`config.mk`:
```
export PLATFORM = sky130hd
export DESIGN_NAME = dual_button_reset_ctrl
export DESIGN_NICKNAME = d
export VERILOG_FILES = /design/src/rtl/drbr_pkg.sv /design/src/rtl/drbr_sync.sv /design/src/rtl/drbr_setup_timer.sv /design/src/rtl/drbr_pulse_timer.sv /design/src/rtl/dual_button_reset_ctrl.sv
export SDC_FILE = /design/constraint.sdc
export NUM_CORES = 1
export LEC_CHECK = 0
export BUFFER_PORTS_ARGS = -buffer_cell sky130_fd_sc_hd__buf_2
export CAP_MARGIN = 40
export CORE_ASPECT_RATIO = 0.7
export CORE_MARGIN = 2
export CORE_UTILIZATION = 63
export CTS_BUF_LIST = sky130_fd_sc_hd__clkbuf_4 sky130_fd_sc_hd__clkbuf_8 sky130_fd_sc_hd__clkbuf_16
export DETAILED_ROUTE_END_ITERATION = 8
export PLACE_DENSITY = 0.86
export SYNTH_ARGS = -nofsm -noshare
export SYNTH_HDL_FRONTEND = slang
export SYNTH_SLANG_ARGS = --single-unit
export TNS_END_PERCENT = 10
```
`constraint.sdc`:
```
create_clock -name clk -period 2.85 [get_ports clk]
set_input_delay 0.4275 -clock clk [delete_from_list [all_inputs] [get_ports clk]]
set_output_delay 0.4275 -clock clk [all_outputs]
set_load 0.005 [all_outputs]
```
`src/rtl/drbr_pkg.sv`:
```
package drbr_pkg;
   typedef enum logic [1:0] {
      SEL_GND  = 2'b00,
      SEL_OPEN = 2'b01,
      SEL_HIGH = 2'b10,
      SEL_RSVD = 2'b11
   } dly_sel_e;

   function automatic int unsigned pick_setup(input logic [1:0] sel,
                                              input int unsigned s_short,
                                              input int unsigned s_mid,
                                              input int unsigned s_long);
      case (dly_sel_e'(sel))
         SEL_GND:  return s_short;
         SEL_OPEN: return s_mid;
         default:  return s_long;
      endcase
   endfunction
endpackage

```
`src/rtl/drbr_sync.sv`:
```
module drbr_sync #(
   parameter int W      = 2,
   parameter int STAGES = 2,
   parameter logic RST_VAL = 1'b1
) (
   input  logic         clk,
   input  logic         rst_n,
   input  logic [W-1:0] d_i,
   output logic [W-1:0] q_o
);
   if (STAGES < 2) begin : g_bad_stages
      $error("drbr_sync: STAGES must be at least 2");
   end

   logic [W-1:0] stage_q [STAGES];

   for (genvar s = 0; s < STAGES; s++) begin : g_stage
      always_ff @(posedge clk or negedge rst_n) begin
         if (!rst_n) begin
            stage_q[s] <= {W{RST_VAL}};
         end else if (s == 0) begin
            stage_q[s] <= d_i;
         end else begin
            stage_q[s] <= stage_q[(s == 0) ? 0 : s-1];
         end
      end
   end

   assign q_o = stage_q[STAGES-1];
endmodule

```
`src/rtl/drbr_setup_timer.sv`:
```
module drbr_setup_timer
   import drbr_pkg::*;
#(
   parameter int unsigned SETUP_SHORT = 2000,
   parameter int unsigned SETUP_MID   = 6000,
   parameter int unsigned SETUP_LONG  = 10000,
   localparam int CW = $clog2(SETUP_LONG + 1)
) (
   input  logic       clk,
   input  logic       rst_n,
   input  logic       tick_i,
   input  logic       both_low_i,
   input  logic [1:0] sel_i,
   output logic       fire_o
);
   if (!(SETUP_SHORT > 0 && SETUP_SHORT < SETUP_MID && SETUP_MID < SETUP_LONG)) begin : g_bad_order
      $error("drbr_setup_timer: setup times must be nonzero and increasing");
   end

   logic [CW-1:0] cnt_q;
   logic          armed_q;
   logic [CW-1:0] last_cnt;

   assign last_cnt = CW'(pick_setup(sel_i, SETUP_SHORT, SETUP_MID, SETUP_LONG) - 1);

   always_ff @(posedge clk or negedge rst_n) begin
      if (!rst_n) begin
         cnt_q   <= '0;
         armed_q <= 1'b1;
         fire_o  <= 1'b0;
      end else begin
         fire_o <= 1'b0;
         if (!both_low_i) begin
            cnt_q   <= '0;
            armed_q <= 1'b1;
         end else if (armed_q && tick_i) begin
            if (cnt_q >= last_cnt) begin
               cnt_q   <= '0;
               armed_q <= 1'b0;
               fire_o  <= 1'b1;
            end else begin
               cnt_q <= cnt_q + 1'b1;
            end
         end
      end
   end

   // a qualification end needs both buttons low on the deciding edge
   assert_fire_needs_both_R1: assert property (@(posedge clk) disable iff (!rst_n)
      fire_o |-> $past(both_low_i));
   // no second qualification without a release in between
   assert_no_rearm_held_R8: assert property (@(posedge clk) disable iff (!rst_n)
      (fire_o && both_low_i) |=> !fire_o);
   // the count holds when no tick arrives
   assert_cnt_on_tick_R11: assert property (@(posedge clk) disable iff (!rst_n)
      (both_low_i && !tick_i) |=> $stable(cnt_q));
endmodule

```
`src/rtl/drbr_pulse_timer.sv`:
```
module drbr_pulse_timer #(
   parameter int W           = 16,
   parameter bit ACTIVE_HIGH = 1'b1
) (
   input  logic         clk,
   input  logic         rst_n,
   input  logic         tick_i,
   input  logic         load_i,
   input  logic         hold_i,
   input  logic [W-1:0] len_i,
   output logic         rst_o
);
   logic [W-1:0] rem_q;
   logic         active;

   always_ff @(posedge clk or negedge rst_n) begin
      if (!rst_n) begin
         rem_q <= '0;
      end else if (load_i) begin
         rem_q <= len_i;
      end else if (tick_i && rem_q != '0) begin
         rem_q <= rem_q - 1'b1;
      end
   end

   assign active = hold_i || (rem_q != '0);

   if (ACTIVE_HIGH) begin : g_pol_high
      assign rst_o = active;
   end else begin : g_pol_low
      assign rst_o = ~active;
   end

   // a load captures the requested length
   assert_load_len_R7: assert property (@(posedge clk) disable iff (!rst_n)
      load_i |=> rem_q == $past(len_i));
   // without a tick the remaining time is frozen
   assert_hold_no_tick_R11: assert property (@(posedge clk) disable iff (!rst_n)
      (!load_i && !tick_i) |=> $stable(rem_q));
   // each tick takes one unit off a running pulse
   assert_step_R11: assert property (@(posedge clk) disable iff (!rst_n)
      (!load_i && tick_i && rem_q != '0) |=> rem_q == $past(rem_q) - 1'b1);
endmodule

```
`src/rtl/dual_button_reset_ctrl.sv`:
```
module dual_button_reset_ctrl
   import drbr_pkg::*;
#(
   parameter int unsigned SETUP_SHORT  = 2000,
   parameter int unsigned SETUP_MID    = 6000,
   parameter int unsigned SETUP_LONG   = 10000,
   parameter int unsigned PULSE2_TICKS = 210,
   parameter int          P1_W         = 16,
   parameter int          SYNC_STAGES  = 2,
   localparam int         P2_W         = $clog2(PULSE2_TICKS + 1)
) (
   input  logic            clk,
   input  logic            rst_n,
   input  logic            tick_ms,
   input  logic            btn0_n,
   input  logic            btn1_n,
   input  logic [1:0]      dly_sel,
   input  logic [P1_W-1:0] pulse1_len,
   input  logic            uv_flag,
   output logic            rst1_o,
   output logic            rst2_n_o
);
   if (PULSE2_TICKS == 0) begin : g_bad_p2
      $error("dual_button_reset_ctrl: PULSE2_TICKS must be nonzero");
   end
   if (P1_W < 1) begin : g_bad_p1w
      $error("dual_button_reset_ctrl: P1_W must be positive");
   end

   logic [1:0] btn_s;
   logic       both_low;
   logic       fire;
   logic       uv_q;
   logic       load;

   drbr_sync #(.W(2), .STAGES(SYNC_STAGES), .RST_VAL(1'b1)) u_sync (
      .clk   (clk),
      .rst_n (rst_n),
      .d_i   ({btn1_n, btn0_n}),
      .q_o   (btn_s)
   );

   assign both_low = (btn_s == 2'b00);

   drbr_setup_timer #(
      .SETUP_SHORT (SETUP_SHORT),
      .SETUP_MID   (SETUP_MID),
      .SETUP_LONG  (SETUP_LONG)
   ) u_setup (
      .clk        (clk),
      .rst_n      (rst_n),
      .tick_i     (tick_ms),
      .both_low_i (both_low),
      .sel_i      (dly_sel),
      .fire_o     (fire)
   );

   always_ff @(posedge clk or negedge rst_n) begin
      if (!rst_n) uv_q <= 1'b0;
      else        uv_q <= uv_flag;
   end

   assign load = uv_q || fire;

   drbr_pulse_timer #(.W(P1_W), .ACTIVE_HIGH(1'b1)) u_pulse1 (
      .clk    (clk),
      .rst_n  (rst_n),
      .tick_i (tick_ms),
      .load_i (load),
      .hold_i (uv_q),
      .len_i  (pulse1_len),
      .rst_o  (rst1_o)
   );

   drbr_pulse_timer #(.W(P2_W), .ACTIVE_HIGH(1'b0)) u_pulse2 (
      .clk    (clk),
      .rst_n  (rst_n),
      .tick_i (tick_ms),
      .load_i (load),
      .hold_i (uv_q),
      .len_i  (P2_W'(PULSE2_TICKS)),
      .rst_o  (rst2_n_o)
   );

   // qualification end drives the active-low output on the next edge
   assert_fire_asserts_out2_R3: assert property (@(posedge clk) disable iff (!rst_n)
      fire |=> !rst2_n_o);
   // both outputs switch on together when a nonzero length is set
   assert_same_edge_R3: assert property (@(posedge clk) disable iff (!rst_n)
      (fire && pulse1_len != '0) |=> (rst1_o && !rst2_n_o));
   // a registered undervoltage keeps both outputs active
   assert_uv_holds_R7: assert property (@(posedge clk) disable iff (!rst_n)
      $past(uv_flag) |-> (rst1_o && !rst2_n_o));
endmodule

```
=== Yosys cells after proc, flatten, opt, wreduce, memory -nomap -nowiden ===
Index checks and enable logic that the tools add are counted.

* Add/subtract/negate cells: 4
* $lt $le $gt $ge: 1
* Equal/unequal tests: 3
* Mux-type cells: 14
* Bitwise logic cells: 1
* Reductions and logical operators: 13

{| class="wikitable"
|+ Operators with widths
! operator !! number
|-
| 2-to-1 mux 14 bit || 3
|-
| 2-to-1 mux 16 bit || 2
|-
| case mux 14 bit (2 select lines) || 1
|-
| 2-to-1 mux 8 bit || 2
|-
| nonzero test 16 bit || 1
|-
| subtractor 16 x 1 -> 16 bit (second input constant) || 1
|-
| adder 14 x 1 -> 14 bit (second input constant) || 1
|-
| greater-or-equal comparator 14 bit || 1
|-
| subtractor 14 x 1 -> 14 bit (second input constant) || 1
|-
| nonzero test 8 bit || 1
|-
| subtractor 8 x 1 -> 8 bit (second input constant) || 1
|-
| 2-to-1 mux 1 bit || 6
|-
| zero test 2 bit || 2
|-
| != test 2 bit (second input constant) || 2
|-
| nonzero test 2 bit || 2
|-
| logical AND 1 bit || 3
|-
| logical OR 1 bit || 3
|-
| equality test 2 x 1 -> 1 bit (second input constant) || 1
|-
| AND reduction 2 bit || 1
|-
| NOT 1 bit || 1
|}

* Register bits after elaboration: 45
* Input bits: 24
* Output and inout bits: 2
* Logic and storage cells: 44

=== Longest topological paths before layout ===
Gate-level depths: netlist of the first run.

* Depth after elaboration: 7
* Mapped depth: 8
* Depth with buffers taken out: 8

=== Modules after synthesis ===
A second synthesis of the first run with hierarchy kept.

* Cells, all modules: 295
* Area, all modules: 2,737.6 um^2

{| class="wikitable"
|+ By module, submodules not included
! module !! times used !! cells an instance !! area an instance (um^2) !! sequential area each (um^2)
|-
| drbr_pulse_timer at u_pulse1 || 1 || 118 || 1,028.5 || 400.4
|-
| drbr_setup_timer || 1 || 105 || 997.2 || 401.6
|-
| drbr_pulse_timer at u_pulse2 || 1 || 61 || 549.3 || 200.2
|-
| drbr_sync || 1 || 6 || 120.1 || 105.1
|-
| dual_button_reset_ctrl || 1 || 5 || 42.5 || 25.0
|}

=== Worst setup path before layout of the first run ===
Ideal clock, no wire load.

* Path kind: input to register
* Start point: input dly_sel[1]
* End point: register u_setup.cnt_q[10]
* Library setup time: 0.073 ns
* Arrival: 2.009 ns
* Required time: 2.777 ns
* Slack: 0.768 ns
* Cell stages on the path: 7
* Path buffers: 0
* Cell sequence: or2_2 -> ha_1 -> a21oi_1 -> o21ai_0 -> a221oi_2 -> o21ai_2 -> nor2_1

* Longest elaborated chain between the ends: 7
* Elaborated cells between the ends (all ways): 8
* Those cells by class: add/sub: 1; order compare: 1; eq/ne: 1; mux: 4; reduce/logical: 1

{| class="wikitable"
|+ Ends and longest elaborated chain
! what !! RTL line !! text
|-
| start: declaration || dual_button_reset_ctrl.sv:17 || <nowiki>input logic [1:0] dly_sel,</nowiki>
|-
| equality test 2 x 1 -> 1 bit or zero test 2 bit (tied branches) || drbr_pkg.sv:13 || <nowiki>case (dly_sel_e'(sel))</nowiki>
|-
| case mux 14 bit (2 select lines) * || drbr_pkg.sv:13 ||
|-
| subtractor 14 x 1 -> 14 bit * || drbr_setup_timer.sv:24 || <nowiki>assign last_cnt = CW'(pick_setup(sel_i, SETUP_SHORT, SETUP_MID, SETUP_LONG) - 1);</nowiki>
|-
| greater-or-equal comparator 14 bit * || drbr_setup_timer.sv:37 || <nowiki>if (cnt_q >= last_cnt) begin</nowiki>
|-
| 2-to-1 mux 14 bit * || drbr_setup_timer.sv:37 ||
|-
| 2-to-1 mux 14 bit * || drbr_setup_timer.sv:36 || <nowiki>end else if (armed_q && tick_i) begin</nowiki>
|-
| 2-to-1 mux 14 bit * || drbr_setup_timer.sv:33 || <nowiki>if (!both_low_i) begin</nowiki>
|-
| end signal: assignment || drbr_setup_timer.sv:42 || <nowiki>cnt_q <= cnt_q + 1'b1;</nowiki>
|-
| end: declaration || drbr_setup_timer.sv:20 || <nowiki>logic [CW-1:0] cnt_q;</nowiki>
|}

Every way passes the cells marked *; elsewhere a longest branch is shown, timed or not. The select of a mux whose other input is x is not followed.
A chain may end at the register's enable or synchronous reset.

=== Final worst setup path of the first run ===
* Start point: register u_pulse1.rem_q[0]
* End point: output rst1_o

* Longest elaborated chain between the ends: 2

{| class="wikitable"
|+ Ends and longest elaborated chain
! what !! RTL line !! text
|-
| start: declaration || drbr_pulse_timer.sv:13 || <nowiki>logic [W-1:0] rem_q;</nowiki>
|-
| start signal: assignment || drbr_pulse_timer.sv:20 || <nowiki>rem_q <= len_i;</nowiki>
|-
| start signal: assignment || drbr_pulse_timer.sv:22 || <nowiki>rem_q <= rem_q - 1'b1;</nowiki>
|-
| nonzero test 16 bit || drbr_pulse_timer.sv:26 || <nowiki>assign active = hold_i || (rem_q != '0);</nowiki>
|-
| logical OR 1 bit || drbr_pulse_timer.sv:26 ||
|-
| end: declaration || dual_button_reset_ctrl.sv:20 || <nowiki>output logic rst1_o,</nowiki>
|}

Every way passes these cells.

==> results of run 1 <==
## placed cells by master, fill, tap and decap left out, types with 2 or more instances in the layout
cell,n
xor2_1,10
nand4_1,4
a31oi_1,7
dfstp_2,5
nor4b_2,2
or3_1,3
o21ai_0,17
nor2_1,30
clkbuf_8,6
dfrtp_1,40
and4_1,2
or2_2,3
nor3_1,8
nand2_1,33
o21ai_1,4
a21oi_1,6
o211ai_1,7
xnor2_1,12
and3_1,3
inv_1,10
ha_1,10
nor4_1,6
or4_1,5
nand3b_1,3
mux2i_1,2
nand3_1,9
buf_2,25
## path summary, 6_finish.rpt
path,end,depth (start not counted),from
max in group asynchronous,u_setup.armed_q,2,rst_n
worst min-delay path,u_pulse1.rem_q[10],1,rst_n
worst max-delay path,rst1_o,6,u_pulse1.rem_q[0]
min in group clk,u_sync.stage_q[3],1,btn1_n
worst min register to register,u_sync.q_o[0],0,u_sync.stage_q[2]
worst max register to register,u_setup.cnt_q[9],6,u_setup.cnt_q[0]
## final cells by class
type / count / share of cell area (%)
timing repair buffer: 26 / 5.26
clock buffer: 6 / 2.99
multi-input combinational: 202 / 45.6
sequential: 45 / 41.1
tap: 52 / 2.36
clock inverter: 2 / 1.36
inverter: 10 / 1.36
## critical path, cell delays in order, from the launching register on
cell	delay, ns
dfrtp_1	0.39
inv_1	0.13
ha_1	0.19
nor4b_1	0.24
nand2_1	0.26
or4_1	0.48
buf_2	0.15
## logic make-up (layout without fill, tap and decap cells)
family	after synthesis	count (layout)
simple gates	119	119
compound gates	49	49
flops	45	45
buf+inv	23	44
xor+xnor	22	22
fa+ha+maj	10	10
mux	2	2
## where the power goes
part	total, µW	switching, µW	internal [µW]
registers	712	37.2	674
logic	149	86.4	63.0
clock network	500	215	285
total	1360	339	1020
## sequential cells by signal, summed over array words and instances, names as in the netlist
| signal | cells |
|---|---|
| u_pulse1.rem_q | 16 |
| u_setup.cnt_q | 14 |
| u_pulse2.rem_q | 8 |
| u_sync.q_o | 2 |
| u_sync.stage_q | 2 |
| u_setup.armed_q | 1 |
| u_setup.fire_o | 1 |
| uv_q | 1 |
## per-layer routing
metal	vias up	share of wire (%)	wire [µm]	global-route usage (%)
met4	0	1.3	67	8.13
met2	71	45	2300	38.6
li1	995	-	-	-
met5	-	0	0	0
met1	977	48	2480	41.7
met3	9	5.7	294	4.66
## through the flow
stage | worst slack [ns] | util [%]
after detailed placement | 0.311 | 68.5
after floorplan | 0.768 | -
after CTS | 0.301 | 71.6
after global placement | 0.476 | 68.0
after global routing | 0.0816 | 71.6
final | 0.291 | 71.6
==> results.yml, run 1 <==
logic_synthesis:
  async_reset_ff_share_pct: 100
  yosys.area_share.simple_pct: 24.7
  syn_inst: 270
  synth_compound_area_share_pct: 12.3
  yosysSeqAreaShare_pct: 45.5
  synthTopCellsByCount: "dfrtp_1, nand2_1, nor2_1, o21ai_0, xnor2_1"
  synth_area_leaders: "dfrtp_1, dfstp_2, ha_1, nand2_1, nor2_1"
  synth.area.mux_share_pct: 0.805
  yosysWarnings: 0
  mappedNetlistNets: 304
  synthAdderAreaFrac_pct: 5.03
  syn_area_per_cell_um2: 9.21
  syn-cell-area_um2: 2490
  synth_xor_area_share_pct: 7.75
  ys_seq_elements: 45
  yosysTopAreaCellShare_pct: 40.3
  synth_edf_count: 0
  yosys.area.top_type: "dfrtp_1"
  synth_top_family_by_area: "simple AND/OR/NAND/NOR gates"
  ys_types: 45
  synth_flop_cell: "dfrtp_1"
  synth_most_common_cell: "dfrtp_1"
cells_and_area:
  regArea_um2: 1130
  fin_nets: 324
  fillers: 281
  drive_gt1_share_pct: 16.5
  multi_input_area_um2: 1260
  area_growth_pct: 10.9
  diodes: 0
  fin_cells: 343
  design_area_um2: 2760
setup_path:
  endpoint_kind: "output pin"
  critPathLaunchType: "flop"
  required_ns: 2.42
  cp_max_fo: 11
  path_class: "reg -> out"
  r2r_slack_ns: 0.56
  arrival_ns: 2.13
clock_network:
  cts_hold_buf: 0
  cts.sinks: 45
  clock_latency_ns: 0.30
  htreeDepth: 2
  post_cts_resized: 0
  cts_root_buf: "clkbuf_8"
  cts_buffers: 5
  post_cts_buffers: 0
  cts_tree: "built"
  cts.clk_slew.worst_paths_ns: 0.09
  max-clock-path-buffers: 2
die:
  start_util_pct: 64.6
  die_h_um: 56.6
  core_um2: 3850
  io_pins: 26
  num_rows: 19
  die_area_um2: 4470
  die_x_um: 79.1
timing:
  rsz0062_at_grt: "false"
  hold_slack_ns: 0.0635
  fmax_ghz: 0.391
  setup_viol: 0
  relSlewSlack_pct: 43.0
  finalCriticalPeriod_ns: 2.56
  slew_viol_final: 0
  tns_ns: 0
  worstMarginPinSlew_ns: 0.851
  hold_viol: 0
  min_period_over_period_pct: 89.8
  skew_ns: 0.0117
place:
  hpwl_um: 3750
  routabilityCongestion: 0.802
  io_buffers: 25
  placed_area_um2: 2640
  placedCellCount: 335
global_route:
  grt.total_usage_pct: 26.9
  grt_pass1_wl_um: 9200
  antenna_found_initial: 0
  grt_pass1_vias: 1903
  grt_max_degree: 30
  overflow: 0
run_status:
  status: "finished clean"
pwr:
  powerDensity_nw_per_um2: 494
  finalPower_uw: 1360
  leakagePower_uw: 0.00115
  ir_drop_uv: 363
detailed_routing:
  avgRoutedWirePerCell_um: 15.0
  ant_nets: 0
  drtIter0Drc: 179
  drt_wl_total_um: 5140
  drc: 0
  num_vias: 2052
  firstDrtPassIters: 5
  via_per_inst: 5.98
min_path:
  min_path_type: "in -> async"
run:
  maxCapViolCount: 0
No activity file was read; power rests on OpenSTA's default activity.
==> run 2: changes to the inputs <==
==> constraint.sdc (replaced) <==
create_clock -name clk -period 2.85 [get_ports clk]
set_input_delay 0.4275 -clock clk [delete_from_list [all_inputs] [get_ports clk]]
set_output_delay 0.4275 -clock clk [all_outputs]
set_load 0.1 [all_outputs]
==> run 2 against run 1 <==
  * Wire length grew 0.19%
  * Core utilization grew 0.45 points
  * Count of clock-buffer cells in the layout grew 1
  * Sequential share of layout area shrank 0.26 points
  * Combinational power is essentially flat
  * Worst hold slack gained 0.018 ns
  * Via count shrank 1.2%
  * Maximum frequency shrank 5.3%
  * Critical path depth shrank 2
  * Global-route usage shrank 0.69 points
  * Register-to-register slack lost 0.02 ns
  * Flip-flop and latch count is the same
  * Critical endpoint is now rst2_n_o
  * Largest cell class unchanged
==> results.yml, run 2 (synthesized netlist as in run 1, its figures left out) <==
detailed_routing:
  drt_wl_total_um: 5150
  avgRoutedWirePerCell_um: 15.0
  drtIter0Drc: 156
  ant_nets: 0
  firstDrtPassIters: 4
  via_per_inst: 5.90
  num_vias: 2028
  drc: 0
cells_and_area:
  largest_register: "u_pulse1.rem_q"
  diodes: 0
  utilization_pct: 72.1
  layout_common_cells: "dfrtp_1, nand2_1, nor2_1, buf_2, o21ai_0"
  area_growth_pct: 11.6
  fin_cells: 344
  largestRegisters: "u_pulse1.rem_q (16), u_setup.cnt_q (14), u_pulse2.rem_q (8)"
  drive_gt1_share_pct: 17.1
  layout_commonest_cell: "dfrtp_1"
  fin_nets: 325
  largest_reg_flops: 16
pwr:
  p_switching_uw: 336
  p_comb_share_pct: 11.1
  p_int_uw: 1030
  seqPwrFrac_pct: 52.0
  swShare_pct: 24.5
  powerDensity_nw_per_um2: 494
  ir_drop_uv: 379
  finalPower_uw: 1370
  leakagePower_uw: 0.00116
  clockPowerShare_pct: 36.9
die:
  io_pins: 26
  core_um2: 3850
  start_util_pct: 64.6
  num_rows: 19
  die_area_um2: 4470
  die_h_um: 56.6
  die_x_um: 79.1
timing:
  finalCriticalPeriod_ns: 2.70
  relSlewSlack_pct: 44.2
  tns_ns: 0
  hold_viol: 0
  rsz0062_at_grt: "false"
  setup_viol: 0
  fmax_ghz: 0.370
  min_period_over_period_pct: 94.8
  skew_ns: 0.00163
  hold_slack_ns: 0.0811
  worstMarginPinSlew_ns: 0.834
  slew_viol_final: 0
global_route:
  grt_max_degree: 30
  grt_pass1_vias: 1909
  grt.total_usage_pct: 26.2
  grt_pass1_wl_um: 9060
  antenna_found_initial: 0
  overflow: 0
clock_network:
  cts_hold_buf: 0
  cts_tree: "built"
  cts_buffers: 5
  htreeDepth: 2
  post_cts_buffers: 0
  max-clock-path-buffers: 2
  clock_latency_ns: 0.29
  cts_root_buf: "clkbuf_8"
  cts.clk_slew.worst_paths_ns: 0.08
  post_cts_resized: 0
  cts.sinks: 45
setup_path:
  max_stage_delay_ns: 0.56
  worstPathCellList: "or4_1 > or3_1 > nor2_2 > buf_2"
  arrival_ns: 2.27
  path_class: "reg -> out"
  reg2reg_from: "u_pulse1.rem_q[4]"
  reg2reg_to: "u_pulse1.rem_q[9]"
  endpoint_kind: "output pin"
  cp-endpoint: "rst2_n_o"
  required_ns: 2.42
  r2r_slack_ns: 0.54
  critPathLaunchType: "flop"
  cp_max_fo: 7
  rr_worst_depth: 5
  crit_start: "u_pulse2.rem_q[5]"
  worst_path_max_delay_cell: "or4_1"
run_status:
  status: "finished clean"
place:
  routabilityCongestion: 0.814
  placedCellCount: 336
  io_buffers: 25
  hpwl_um: 3660
run:
  maxCapViolCount: 0
min_path:
  min_path_type: "in -> async"
## run 2: worst max-delay path, delay by kind of cell, from the launching register on
kind / cells / cell delay [ns]
flops: 1 / 0.41
simple gates: 3 / 1.15
buf+inv: 1 / 0.42
## run 2: final cells by class
cell class | count | area, µm²
multi-input cells | 202 | 1260
flip-flops and latches | 45 | 1130
fillers | 309 | 1080
repair buffers | 27 | 160
clock buffers | 7 | 90.1
well taps | 52 | 65.1
inverters | 10 | 37.5
clock inverters | 1 | 30.0
## run 2: worst min path at each step
stage,start,end,slack [ns]
2_1_floorplan,rst_n,u_pulse1.rem_q[0],0.13
3_3_place_gp,u_sync.stage_q[2],u_sync.q_o[0],0.35
4_1_cts,rst_n,u_pulse1.rem_q[13],0.09
6_report,rst_n,u_pulse1.rem_q[13],0.08
3_5_place_dp,u_sync.stage_q[3],u_sync.q_o[1],0.35
5_1_grt,rst_n,u_pulse1.rem_q[3],0.11
## run 2: per-layer routing
layer / vias to the layer above / part of all wire [%] / GRT usage (%) / wire length [µm]
li1: 995 / - / - / -
met1: 962 / 48 / 40.3 / 2450
met2: 65 / 46 / 37.9 / 2350
met3: 6 / 6.0 / 5.31 / 310
met4: 0 / 0.72 / 7.14 / 37
met5: - / 0 / 0 / 0
## run 2: power by group through the flow
stage                     Combinational (µW)  Sequential, µW  Clock [µW]
final                                    152             712         506
after global routing                     174             718         531
after CTS                                153             711         512
after detailed placement                 150             723           0
after global placement                   140             721           0
after floorplan                         98.9             713           0
## run 2: stage by stage
step | area [µm²] | setup WS [ns]
after global routing | 2780 | 0.0479
after floorplan | 2490 | 0.242
after global placement | 2630 | 0.486
final | 2780 | 0.148
after detailed placement | 2660 | 0.361
after CTS | 2780 | 0.142
==> run 3: changes to the inputs <==
==> constraint.sdc (replaced) <==
create_clock -name clk -period 3.34 [get_ports clk]
set_input_delay 0.501 -clock clk [delete_from_list [all_inputs] [get_ports clk]]
set_output_delay 0.501 -clock clk [all_outputs]
set_load 0.1 [all_outputs]
==> run 3 against run 2 <==
  * Via count fell by 0.39%
  * Final area fell by 1.8%
  * Global-route usage fell by 0.25 points
  * Register-to-register slack improved by 0.59 ns
  * Worst hold slack barely moved
  * Cell count fell by 0.29%
  * Count of clock-buffer cells in the layout fell by 1
  * Critical path depth did not move
  * Core utilization fell by 1.3 points
  * Die area did not move
  * Sequential share of layout area rose by 0.77 points
  * Largest cell class unchanged
==> results.yml, run 3 (synthesized netlist as in run 1, its figures left out) <==
global_route:
  grt_pass1_wl_um: 8870
  overflow: 0
  antenna_found_initial: 0
  grt_max_degree: 34
  grt.total_usage_pct: 25.9
  grt_pass1_vias: 1890
place:
  pre_cts_ws_ns: 0.774
  routabilityCongestion: 0.822
  io_buffers: 25
  hpwl_um: 3710
clock_network:
  htreeDepth: 2
  cts.clk_slew.worst_paths_ns: 0.08
  clock_latency_ns: 0.30
  cts_hold_buf: 0
  cts_tree: "built"
  max-clock-path-buffers: 2
  post_cts_buffers: 0
  cts_buffers: 5
  post_cts_resized: 0
  cts_root_buf: "clkbuf_8"
  cts.sinks: 45
detailed_routing:
  firstDrtPassIters: 4
  drt_wl_total_um: 5000
  drtIter0Drc: 179
  via_per_inst: 5.89
  drc: 0
  num_vias: 2020
  ant_nets: 0
  avgRoutedWirePerCell_um: 14.6
cells_and_area:
  layout_commonest_cell: "dfrtp_1"
  area_growth_pct: 9.56
  largestRegisters: "u_pulse1.rem_q (16), u_setup.cnt_q (14), u_pulse2.rem_q (8)"
  drive_gt1_share_pct: 16.5
  layout_common_cells: "dfrtp_1, nand2_1, nor2_1, buf_2, o21ai_0"
  diodes: 0
  largest_reg_flops: 16
  fin_nets: 324
  largest_register: "u_pulse1.rem_q"
pwr:
  seqPwrFrac_pct: 56.9
  p_comb_share_pct: 11.7
  p_int_uw: 782
  finalPower_uw: 1070
  powerDensity_nw_per_um2: 392
  clockPowerShare_pct: 31.4
  swShare_pct: 26.8
  leakagePower_uw: 0.00114
  p_switching_uw: 287
  ir_drop_uv: 304
timing:
  setup_viol: 0
  fin_ws_ns: 0.548
  rsz0062_at_grt: "false"
  worstMarginPinSlew_ns: 0.833
  finalCriticalPeriod_ns: 2.79
  skew_ns: 0.00444
  hold_viol: 0
  min_period_over_period_pct: 83.6
  relSlewSlack_pct: 44.3
  fmax_ghz: 0.358
  slew_viol_final: 0
  tns_ns: 0
die:
  die_area_um2: 4470
  core_um2: 3850
  io_pins: 26
  num_rows: 19
  die_h_um: 56.6
  die_x_um: 79.1
  start_util_pct: 64.6
run:
  maxCapViolCount: 0
setup_path:
  arrival_ns: 2.29
  critPathLaunchType: "flop"
  cp_max_fo: 7
  required_ns: 2.84
  crit_start: "u_pulse2.rem_q[4]"
  rr_worst_depth: 6
  reg2reg_from: "u_setup.cnt_q[0]"
  r2r_slack_ns: 1.13
  path_class: "reg -> out"
  endpoint_kind: "output pin"
min_path:
  min_path_type: "in -> async"
run_status:
  status: "finished clean"
==> run 3: path summary, 6_finish.rpt <==
check / end
hold / removal: u_pulse1.rem_q[10]
setup reg to reg: u_setup.cnt_q[11]
max in group asynchronous: u_setup.armed_q
hold reg to reg: u_sync.q_o[1]
min in group clk: u_sync.stage_q[3]
setup / recovery: rst2_n_o
==> run 3: cell type report <==
cell class,count,area (µm²)
Clock buffer,6,76.3
Clock inverter,2,10.0
Fill cell,311,1130
Inverter,10,37.5
Multi-Input combinational cell,202,1260
Sequential cell,45,1130
Tap cell,52,65.1
Timing Repair Buffer,26,145
==> run 3: per-layer routing <==
layer	up-vias	wire length, µm	track usage [%]
met5	-	0	0
li1	997	-	-
met3	12	226	5.47
met1	957	2540	39.4
met4	0	103	11.3
met2	54	2140	35.8
==> run 3: power groups by stage <==
stage	logic [µW]	registers, µW	clock network, µW
after floorplan	84.4	608	0
after global placement	119	615	0
after detailed placement	126	617	0
after CTS	127	607	344
after global routing	145	613	370
final	125	608	336
==> run 3: worst max-delay path: stages, from the launching register on <==
cell and delay, ns:
dfrtp_1 0.43, or4_1 0.55, or3_1 0.48, nor2_1 0.11
buf_2 0.43
==> run 3: per-stage QoR <==
step / util [%] / instances / cell area (µm²) / hold slack [ns]
2_1_floorplan: - / 270 / 2490 / 0.205
3_3_place_gp: 68.0 / 334 / 2620 / 0.346
3_5_place_dp: 68.5 / 335 / 2640 / 0.347
4_1_cts: 70.7 / 343 / 2720 / 0.0822
5_1_grt: 70.7 / 343 / 2720 / 0.0954
6_report: 70.7 / 343 / 2720 / 0.0811
